$ cat src/rtl/sec_attr_pkg.sv
// Package: shared types for the security attribution checker.
// Assumes the attribute encoding is ordered so that a larger value
// means a more secure attribute.
package sec_attr_pkg;

    typedef enum logic [1:0] {
        ATTR_NS  = 2'b00,
        ATTR_NSC = 2'b01,
        ATTR_S   = 2'b10
    } attr_e;

    typedef enum logic [1:0] {
        CFG_SELECT = 2'd0,
        CFG_BASE   = 2'd1,
        CFG_LIMIT  = 2'd2,
        CFG_NONE   = 2'd3
    } cfg_reg_e;

    localparam int unsigned LIM_EN_BIT  = 0;
    localparam int unsigned LIM_NSC_BIT = 1;

    // Returns the more secure of two attributes.
    function automatic attr_e attr_max(input attr_e a, input attr_e b);
        return (a > b) ? a : b;
    endfunction

endpackage

$ cat src/rtl/sec_attr_region_table.sv
// Module: programmable region table with indirect programming.
// Holds N_REGIONS slots, each with a base page, a limit page, an enable bit
// and a callable flag. A secure write to CFG_SELECT picks the slot; CFG_BASE
// and CFG_LIMIT then load it. The lookup is combinational: exactly one
// enabled match gives that slot's attribute, otherwise the result is secure.
// Assumes GRAN_BITS >= 3 so that the limit flag bits sit below the page bits.
module sec_attr_region_table
    import sec_attr_pkg::*;
#(
    parameter int unsigned ADDR_W    = 32,
    parameter int unsigned N_REGIONS = 8,
    parameter int unsigned GRAN_BITS = 5
) (
    input  logic                          clk,
    input  logic                          rst_n,
    input  logic                          cfg_we,
    input  cfg_reg_e                      cfg_sel,
    input  logic [ADDR_W-1:0]             cfg_wdata,
    input  logic                          cfg_secure,
    input  logic [ADDR_W-GRAN_BITS-1:0]   lookup_page,
    output attr_e                         table_attr
);

    localparam int unsigned PAGE_W = ADDR_W - GRAN_BITS;
    localparam int unsigned IDX_W  = (N_REGIONS > 1) ? $clog2(N_REGIONS) : 1;
    localparam int unsigned CNT_W  = $clog2(N_REGIONS + 1);

    logic [IDX_W-1:0]                  sel_q;
    logic [N_REGIONS-1:0][PAGE_W-1:0]  base_q;
    logic [N_REGIONS-1:0][PAGE_W-1:0]  lim_q;
    logic [N_REGIONS-1:0]              en_q;
    logic [N_REGIONS-1:0]              nsc_q;
    logic [N_REGIONS-1:0]              hit_vec;
    logic [CNT_W-1:0]                  hit_cnt;
    logic                              hit_nsc;
    logic                              wr_ok;

    logic unused_cfg_bits;
    assign unused_cfg_bits = ^{cfg_wdata[ADDR_W-1:IDX_W], cfg_wdata[GRAN_BITS-1:2]};

    assign wr_ok = cfg_we && cfg_secure;

    // Slot selection register, loaded by a secure CFG_SELECT write.
    always_ff @(posedge clk) begin
        if (!rst_n)
            sel_q <= '0;
        else if (wr_ok && (cfg_sel == CFG_SELECT))
            sel_q <= cfg_wdata[IDX_W-1:0];
    end

    // Slot storage, loaded through the selected slot only.
    always_ff @(posedge clk) begin
        if (!rst_n) begin
            base_q <= '0;
            lim_q  <= '0;
            en_q   <= '0;
            nsc_q  <= '0;
        end else if (wr_ok) begin
            for (int i = 0; i < N_REGIONS; i++) begin
                if (sel_q == IDX_W'(i)) begin
                    if (cfg_sel == CFG_BASE)
                        base_q[i] <= cfg_wdata[ADDR_W-1:GRAN_BITS];
                    if (cfg_sel == CFG_LIMIT) begin
                        lim_q[i] <= cfg_wdata[ADDR_W-1:GRAN_BITS];
                        en_q[i]  <= cfg_wdata[LIM_EN_BIT];
                        nsc_q[i] <= cfg_wdata[LIM_NSC_BIT];
                    end
                end
            end
        end
    end

    // One comparator pair per slot; both ends inclusive at page granularity.
    for (genvar g = 0; g < N_REGIONS; g++) begin : g_slot
        assign hit_vec[g] = en_q[g]
                         && (lookup_page >= base_q[g])
                         && (lookup_page <= lim_q[g]);
    end

    // Match count and callable flag of the matching slot(s).
    always_comb begin
        hit_cnt = '0;
        for (int i = 0; i < N_REGIONS; i++)
            hit_cnt = hit_cnt + CNT_W'(hit_vec[i]);
        hit_nsc = |(hit_vec & nsc_q);
    end

    // Resolution: a single match gives its attribute, anything else is secure.
    always_comb begin
        if (hit_cnt == CNT_W'(1))
            table_attr = hit_nsc ? ATTR_NSC : ATTR_NS;
        else
            table_attr = ATTR_S;
    end


    insecure_write_ignored_chk: assert property (@(posedge clk) disable iff (!rst_n)
        (cfg_we && !cfg_secure) |=> ($stable(base_q) && $stable(lim_q) &&
                                     $stable(en_q) && $stable(nsc_q) && $stable(sel_q)));


    no_match_secure_chk: assert property (@(posedge clk) disable iff (!rst_n)
        (hit_vec == '0) |-> (table_attr == ATTR_S));


    single_match_only_chk: assert property (@(posedge clk) disable iff (!rst_n)
        (table_attr != ATTR_S) |-> ($countones(hit_vec) == 1));

endmodule

$ cat config.mk
export PLATFORM = sky130hd
export DESIGN_NAME = sec_attr_region_table
export DESIGN_NICKNAME = d
export VERILOG_FILES = /design/src/rtl/sec_attr_pkg.sv /design/src/rtl/sec_attr_region_table.sv
export SDC_FILE = /design/constraint.sdc
export NUM_CORES = 1
export LEC_CHECK = 0
export ABC_AREA = 1
export BUFFER_PORTS_ARGS = -buffer_cell sky130_fd_sc_hd__buf_2
export CAP_MARGIN = 15
export CORE_MARGIN = 1.5
export CORE_UTILIZATION = 57
export DETAILED_ROUTE_END_ITERATION = 16
export MAX_ROUTING_LAYER = met4
export PLACE_DENSITY_LB_ADDON = 0.05
export SLEW_MARGIN = 20
export SYNTH_ARGS = -nofsm -noshare
export SYNTH_HDL_FRONTEND = slang
export SYNTH_SLANG_ARGS = --single-unit
$ cat constraint.sdc
create_clock -name clk -period 13.8 [get_ports clk]
set_input_delay 1.38 -clock clk [delete_from_list [all_inputs] [get_ports clk]]
set_output_delay 1.38 -clock clk [all_outputs]
set_load 0.05 [all_outputs]
==> results of run 1 <==
==> state kept, by name, indices dropped and copies added (netlist names) <==
register and cells:
base_q 216, en_q 8, lim_q 216, nsc_q 8
sel_q 3
==> power groups by stage <==
stage | clock network [uW] | registers, uW | logic, uW
global placement | 0 | 1340 | 362
detailed placement | 0 | 1340 | 374
floorplan | 0 | 1340 | 233
global route | 1480 | 1310 | 428
CTS | 1430 | 1310 | 376
finish | 1410 | 1310 | 380
==> worst reg2reg max path: stages (launching register included) <==
cell and delay [ns]:
dfxtp_1 0.41, inv_2 0.09, nor3_2 0.30, nand2_2 0.63, o21ai_0 0.45, a21oi_1 0.08
==> logic make-up (layout without fill, tap and decap cells) <==
family / count (synthesis) / in the layout / share of synthesized area, %
AOI/OAI and AO/OA: 1079 / 1079 / 20.33
adders and majority gates: 439 / 439 / 20.12
buffers and inverters: 754 / 756 / 11.36
DFF: 451 / 451 / 32.90
other: 0 / 3 / 0
and+or+nand+nor: 974 / 974 / 15.29
==> area by class of cell <==
cell class / count / area (um2) / share of cell area [%]
antenna: 3 / 7.507 / 0.02546
clock buffer: 79 / 1624 / 5.509
clock inverter: 13 / 118.9 / 0.4032
inverter: 593 / 2233 / 7.576
multi-input combinational: 2492 / 15300 / 51.91
sequential: 451 / 9029 / 30.63
tap: 615 / 769.5 / 2.610
timing repair buffer: 71 / 395.4 / 1.341
==> Yosys cell counts (2+ instances only) <==
cell	n
nor3_1	28
fa_1	4
nand2_2	2
nor2_4	12
nor3b_1	3
ha_1	435
nand3_1	84
nor3_4	2
nand4_1	78
nand2_1	532
o21ai_0	197
inv_1	573
nand3b_1	4
o21a_1	15
nor2b_1	3
o21ai_1	265
buf_6	31
o21ai_2	5
dfxtp_1	451
inv_2	18
nor3_2	2
buf_2	38
nor2_1	209
and2_1	6
nor4_1	8
a21oi_2	10
a21o_1	31
a21oi_1	553
clkbuf_1	91
==> cell usage in the layout, fill, tap and decap left out, types with 2 or more instances in the layout <==
cell,instances
inv_2,18
o21a_1,15
nor2_1,209
diode_2,3
a21o_1,31
a21oi_1,553
nor4_1,8
nor3b_1,3
nor2b_1,3
and2_1,6
fa_1,4
bufinv_16,2
nand3b_1,4
nand3_1,84
clkinv_2,10
o21ai_2,5
nor3_4,2
ha_1,435
nor3_1,28
o21ai_0,197
clkbuf_16,53
nor2_4,12
a21oi_2,10
nand4_1,78
nor3_2,2
nand2_1,530
dfxtp_1,451
o21ai_1,265
inv_1,573
clkbuf_1,6
buf_4,6
clkbuf_8,20
buf_2,63
nand2_2,4
==> layer usage <==
layer,part of all wire (%),vias to the layer above
li1,-,12245
met4,3.1,0
met3,7.8,182
met2,44,668
met5,0,-
met1,45,11204
==> stage by stage <==
stage	util, %	hold WS [ns]	std cells	worst slack (ns)
after floorplan	-	0.4317	3697	6.172
after global placement	58.20	0.4427	4222	5.854
after detailed placement	58.20	0.4505	4222	5.750
after CTS	61.86	0.4599	4314	5.745
after global routing	61.88	0.4706	4317	5.402
final	61.88	0.4549	4317	5.574
==> worst paths after layout <==
path | from | end | slack [ns] | cells after the start
worst max-delay path | lookup_page[23] | table_attr[0] | 5.57 | 20
worst min-delay path | lim_q[165]$_SDFFE_PN0P_ | lim_q[165]$_SDFFE_PN0P_ | 0.45 | 2
worst max register to register | sel_q[0]$_SDFFE_PN0P_ | lim_q[97]$_SDFFE_PN0P_ | 11.68 | 5
worst min register to register | lim_q[165]$_SDFFE_PN0P_ | lim_q[165]$_SDFFE_PN0P_ | 0.45 | 2
==> flow_summary_export.csv, run 1 <==
group,metric,value,unit
status,status,"completed",
clocking,cts_root_buf,"clkbuf_16",
power_and_ir_drop,switching_share,26.76,%
routing,drt-vias-per-instance,5.629,
run,max-cap-violations,0,
finish,final_layout_size_suffix_gt1_share,5.731,%
timing,max_slew_margin,25.39,%
synth,yosys_most_used_dff,"dfxtp_1",
clocking,numCtsBuffers,51,
power_and_ir_drop,p_per_area,105.3,nW/um2
clocking,cts.clk_slew.worst_paths,0.06,ns
worst_setup_path,slowest_stage,"nor3_1",
synth,synth_cell_type_count,36,
grt,grt_pass1_wl,124.4,mm
grt,grtUsageMet1,44.86,%
timing,max_freq,121.6,MHz
worst_setup_path,critPathKind,"input port to output pin",
power_and_ir_drop,vdd_drop_max,0.09441,mV
die,die_area,49480,um2
placed_design,port_buffers,64,
synth,synth_area_leaders,"dfxtp_1 33%, ha_1 20%, a21oi_1 10%, inv_1 7.8%, nand2_1 7.3%",
timing,setup_tns,0,ns
routing,ant_nets,0,
synth,synth_area_leader_cell,"dfxtp_1",
timing,fin_crit_sh,59.61,%
clocking,post_cts_buffers,0,
worst_setup_path,endpoint_kind,"output pin",
clocking,cts_hold_buffers,0,
routing,firstDrtPassIters,5,
worst_setup_path,critPathMaxStageDelay,0.67,ns
placed_design,hpwlAfterDp,51.97,mm
power_and_ir_drop,power_frac_clock,45.4,%
worst_setup_path,cp_data_required_time,12.42,ns
routing,drc,0,
synth,ys_ff_latch,451,
clocking,numClockSinks,451,
timing,slew_violations,0,
power_and_ir_drop,p_leak,0.01216,uW
timing,fin_skew,0.01017,ns
synth,netlist_instances,3697,
clocking,h-tree-depth,2,
finish,design_area,29480,um2
finish,area_growth,7.417,%
routing,wl,80.50,mm
synth,synth.top_cell.area_share,32.90,%
worst_setup_path,crit_path_start_kind,"input port",
power_and_ir_drop,total_power,3103,uW
die,dieHeight,222.4,um
finish,nFillCells,4382,
clocking,insertion_delay,0.61,ns
routing,wl_per_cell,18.65,um
timing,setup_viol,0,
grt,grt_pass1_vias,22262,
clocking,cts_tree,"done",
grt,track_usage,33.49,%
finish,fin_nets,4164,
power_and_ir_drop,seqPwrFrac,42.3,%
synth,synth.cell_area,27450,um2
synth,synthArstFlopShare,0,%
grt,gr-usage-met3,6.149,%
synth,ys_seq_area_share,32.90,%
worst_setup_path,critical_path_arrival,6.85,ns
die,io_pins,67,
synth,yosys_warnings,0,
placed_design,gp_congestion,0.8990,
die,initial_core_util,57.60,%
worst_setup_path,cp_max_fo,16,
grt,top_usage_layer,"met2",
grt,antenna_found_initial,3,
power_and_ir_drop,switching_power,830.4,uW
die,rows,80,
clocking,cts-resized-gates,0,
grt,grt_use_met2,51.09,%
grt,grt_overflow,0,
timing,tightest_slew,1.119,ns
grt,grt_start_max_net_pins,258,
timing,rsz0062_at_grt,"no",
routing,drt-initial-drc-count,1924,
worst_setup_path,cp_cell_sequence,"buf_2 > ha_1 > nand4_1 > nor3_1 > nand2_1 > nand2_1 > nand3_1 > fa_1 > fa_1 > fa_1 > inv_1 > ha_1 > inv_1 > fa_1 > nor2_1 > nand2_1 > nand2_1 > o2111ai_1 > a21oi_1 > buf_2",
timing,finalHoldViolCount,0,
die,coreArea,47650,um2
placed_design,placed_area,27730,um2
die,die_width,222.4,um
power_and_ir_drop,p_int,2273,uW
synth,synthesis.nets,4201,
worst_setup_path,path_delay_family,"adder cells",
worst_setup_path,crit_buf_inv,4,
timing,min_period,8.226,ns
worst_hold_path,hold_class,"register to register",
synth,postSynthAreaPerCell,7.424,um2
routing,vias,24299,
clocking,cts_max_path_buffers,3,
power_and_ir_drop,p_comb_share,12.3,%
synth,synth-edff-count,0,
No activity file was read; power rests on OpenSTA's default activity.
==> run 2, diff against run 1 <==
==> constraint.sdc (replaced) <==
create_clock -name clk -period 7.2 [get_ports clk]
set_input_delay 0.72 -clock clk [delete_from_list [all_inputs] [get_ports clk]]
set_output_delay 0.72 -clock clk [all_outputs]
set_load 0.05 [all_outputs]
==> run 2 against run 1 <==
Compared with the run above: core utilization rose by 0.49 points; flip-flop and latch count did not move; routed wire length rose by 0.31%; total power rose by 94%; cell count rose by 0.72%; setup slack got worse by 5.3 ns.
==> flow_summary_export.csv, run 2 (synthesized netlist as in run 1, its figures left out) <==
group,metric,value,unit
status,status,"completed",
die,die_area,49480,um2
grt,grt_start_max_net_pins,214,
timing,fin_skew,0.01922,ns
die,dieHeight,222.4,um
placed_design,dp_cells,4252,
routing,wl_per_cell,18.57,um
placed_design,hpwlAfterDp,55.53,mm
worst_setup_path,reg2reg_from,"sel_q[2]$_SDFFE_PN0P_",
timing,slew_violations,0,
grt,track_usage,33.37,%
worst_setup_path,slowest_stage,"nor3_1",
timing,rsz0062_at_grt,"no",
worst_setup_path,critPathMaxStageDelay,0.69,ns
worst_setup_path,critPathKind,"input port to output pin",
finish,finalNonFillerCells,4348,
clocking,numClockSinks,451,
power_and_ir_drop,switching_share,26.74,%
finish,reg_top3,"base_q: 216 flops, lim_q: 216 flops",
power_and_ir_drop,p_int,4401,uW
routing,vias,24432,
finish,final_layout_size_suffix_gt1_share,6.406,%
placed_design,gp_congestion,0.9131,
clocking,cts_max_path_buffers,3,
worst_setup_path,crit_path_start,"lookup_page[15]",
die,coreArea,47650,um2
routing,drt-initial-drc-count,1895,
power_and_ir_drop,p_comb_share,12.4,%
power_and_ir_drop,p_leak,0.01230,uW
routing,met2_wirelength,35.50,mm
routing,dr.max_layer_used,"met4",
worst_setup_path,critical_path_arrival,6.24,ns
routing,ant_nets,0,
run,max-cap-violations,0,
routing,drt-vias-per-instance,5.619,
clocking,cts_root_buf,"clkbuf_16",
power_and_ir_drop,power_frac_clock,45.8,%
die,die_width,222.4,um
routing,wl_met1,37.08,mm
power_and_ir_drop,p_per_area,202.2,nW/um2
routing,wl,80.75,mm
timing,max_freq,143.7,MHz
clocking,h-tree-depth,2,
routing,firstDrtPassIters,5,
timing,setup_viol,0,
worst_setup_path,crit_path_frequent_cell,"nand2_1",
timing,hold_slack,0.4562,ns
clocking,cts.clk_slew.worst_paths,0.06,ns
clocking,insertion_delay,0.61,ns
finish,area_growth,8.270,%
worst_setup_path,endpoint_kind,"output pin",
routing,dr_wl_met3,5.846,mm
timing,fin_crit_sh,96.64,%
die,initial_core_util,57.60,%
grt,grt_pass1_vias,22273,
worst_setup_path,crit_path_start_kind,"input port",
clocking,cts_tree,"done",
finish,final_cell_mix,"573 x inv_1, 553 x a21oi_1, 530 x nand2_1",
grt,grt_overflow,0,
power_and_ir_drop,vdd_drop_max,0.1715,mV
timing,tightest_slew,1.010,ns
grt,grt_pass1_wl,124.3,mm
timing,min_period,6.958,ns
grt,antenna_found_initial,3,
worst_setup_path,path_delay_family,"adder cells",
worst_setup_path,cp_max_fo,6,
worst_setup_path,cp_cell_sequence,"buf_2 > ha_1 > nand2_1 > nor2_1 > nand2_1 > nor3_1 > nand2_1 > nand3_1 > nand3_1 > fa_1 > fa_1 > fa_1 > inv_1 > ha_1 > inv_1 > fa_1 > nor2_1 > nand2_1 > nand2_1 > o2111ai_1 > a21oi_1 > buf_2",
clocking,cts-resized-gates,0,
clocking,post_cts_buffers,0,
clocking,cts_hold_buffers,0,
timing,setup_tns,0,ns
placed_design,port_buffers,64,
power_and_ir_drop,switching_power,1606,uW
worst_setup_path,cp_data_required_time,6.48,ns
timing,finalHoldViolCount,0,
finish,layout_commonest_cell,"inv_1",
clocking,numCtsBuffers,52,
worst_hold_path,hold_start,"base_q[167]$_SDFFE_PN0P_",
worst_setup_path,crit_buf_inv,4,
worst_hold_path,hold_class,"register to register",
die,io_pins,67,
power_and_ir_drop,seqPwrFrac,41.9,%
finish,fin_nets,4195,
die,rows,80,
timing,max_slew_margin,32.45,%
routing,drc,0,
run 2: cell count changes in the layout (fill, tap and decap cells not counted), sizes merged:
| cell | delta |
|---|---|
| diode | -1 |
| buf | +30 |
| inv | +3 |
| clkinvlp | +1 |
| bufinv | +4 |
| clkinv | +1 |
| clkbuf | -7 |
run 2: per-layer routing:
layer,global-route usage [%],vias to the layer above
li1,-,12306
met1,45.01,11256
met2,51.63,717
met3,5.171,153
met4,9.787,0
met5,-,-
run 2: worst reg2reg max path: stages (launching register included):
cell,delay (ns)
dfxtp_1,0.42
inv_2,0.09
nor3_2,0.33
nand2_2,0.63
o21ai_0,0.46
a21oi_1,0.08
run 2: path summary, 6_finish.rpt:
path	to	slack (ns)	cells after the start
setup / recovery	table_attr[0]	0.24	22
hold / removal	base_q[167]$_SDFFE_PN0P_	0.46	2
setup reg to reg	lim_q[211]$_SDFFE_PN0P_	5.03	5
hold reg to reg	base_q[167]$_SDFFE_PN0P_	0.46	2
run 2: cell type report:
cell class / instances / area (um2)
Sequential cell: 451 / 9029
Antenna cell: 2 / 5.005
Fill cell: 4338 / 17930
Multi-Input combinational cell: 2492 / 15300
Clock buffer: 72 / 1478
Tap cell: 615 / 769.5
Inverter: 593 / 2233
Timing Repair Buffer: 101 / 620.6
Clock inverter: 22 / 276.5
run 2: per-stage QoR:
stage               setup slack, ns  instance area, um2  total power, uW  util [%]
floorplan                    0.8915               27450             3017         -
CTS                          0.5071               29710             6035     62.36
global placement             0.4650               27960             3275     58.67
finish                       0.2422               29710             6008     62.37
detailed placement           0.5404               27960             3297     58.67
global route                 0.1511               29710             6242     62.37
run 2: power by group through the flow:
stage | clock (uW) | combinational, uW | sequential [uW]
4_1_cts | 2790 | 732 | 2520
3_3_place_gp | 0 | 704 | 2570
3_5_place_dp | 0 | 726 | 2570
6_report | 2750 | 743 | 2520
2_1_floorplan | 0 | 447 | 2570
5_1_grt | 2890 | 832 | 2520
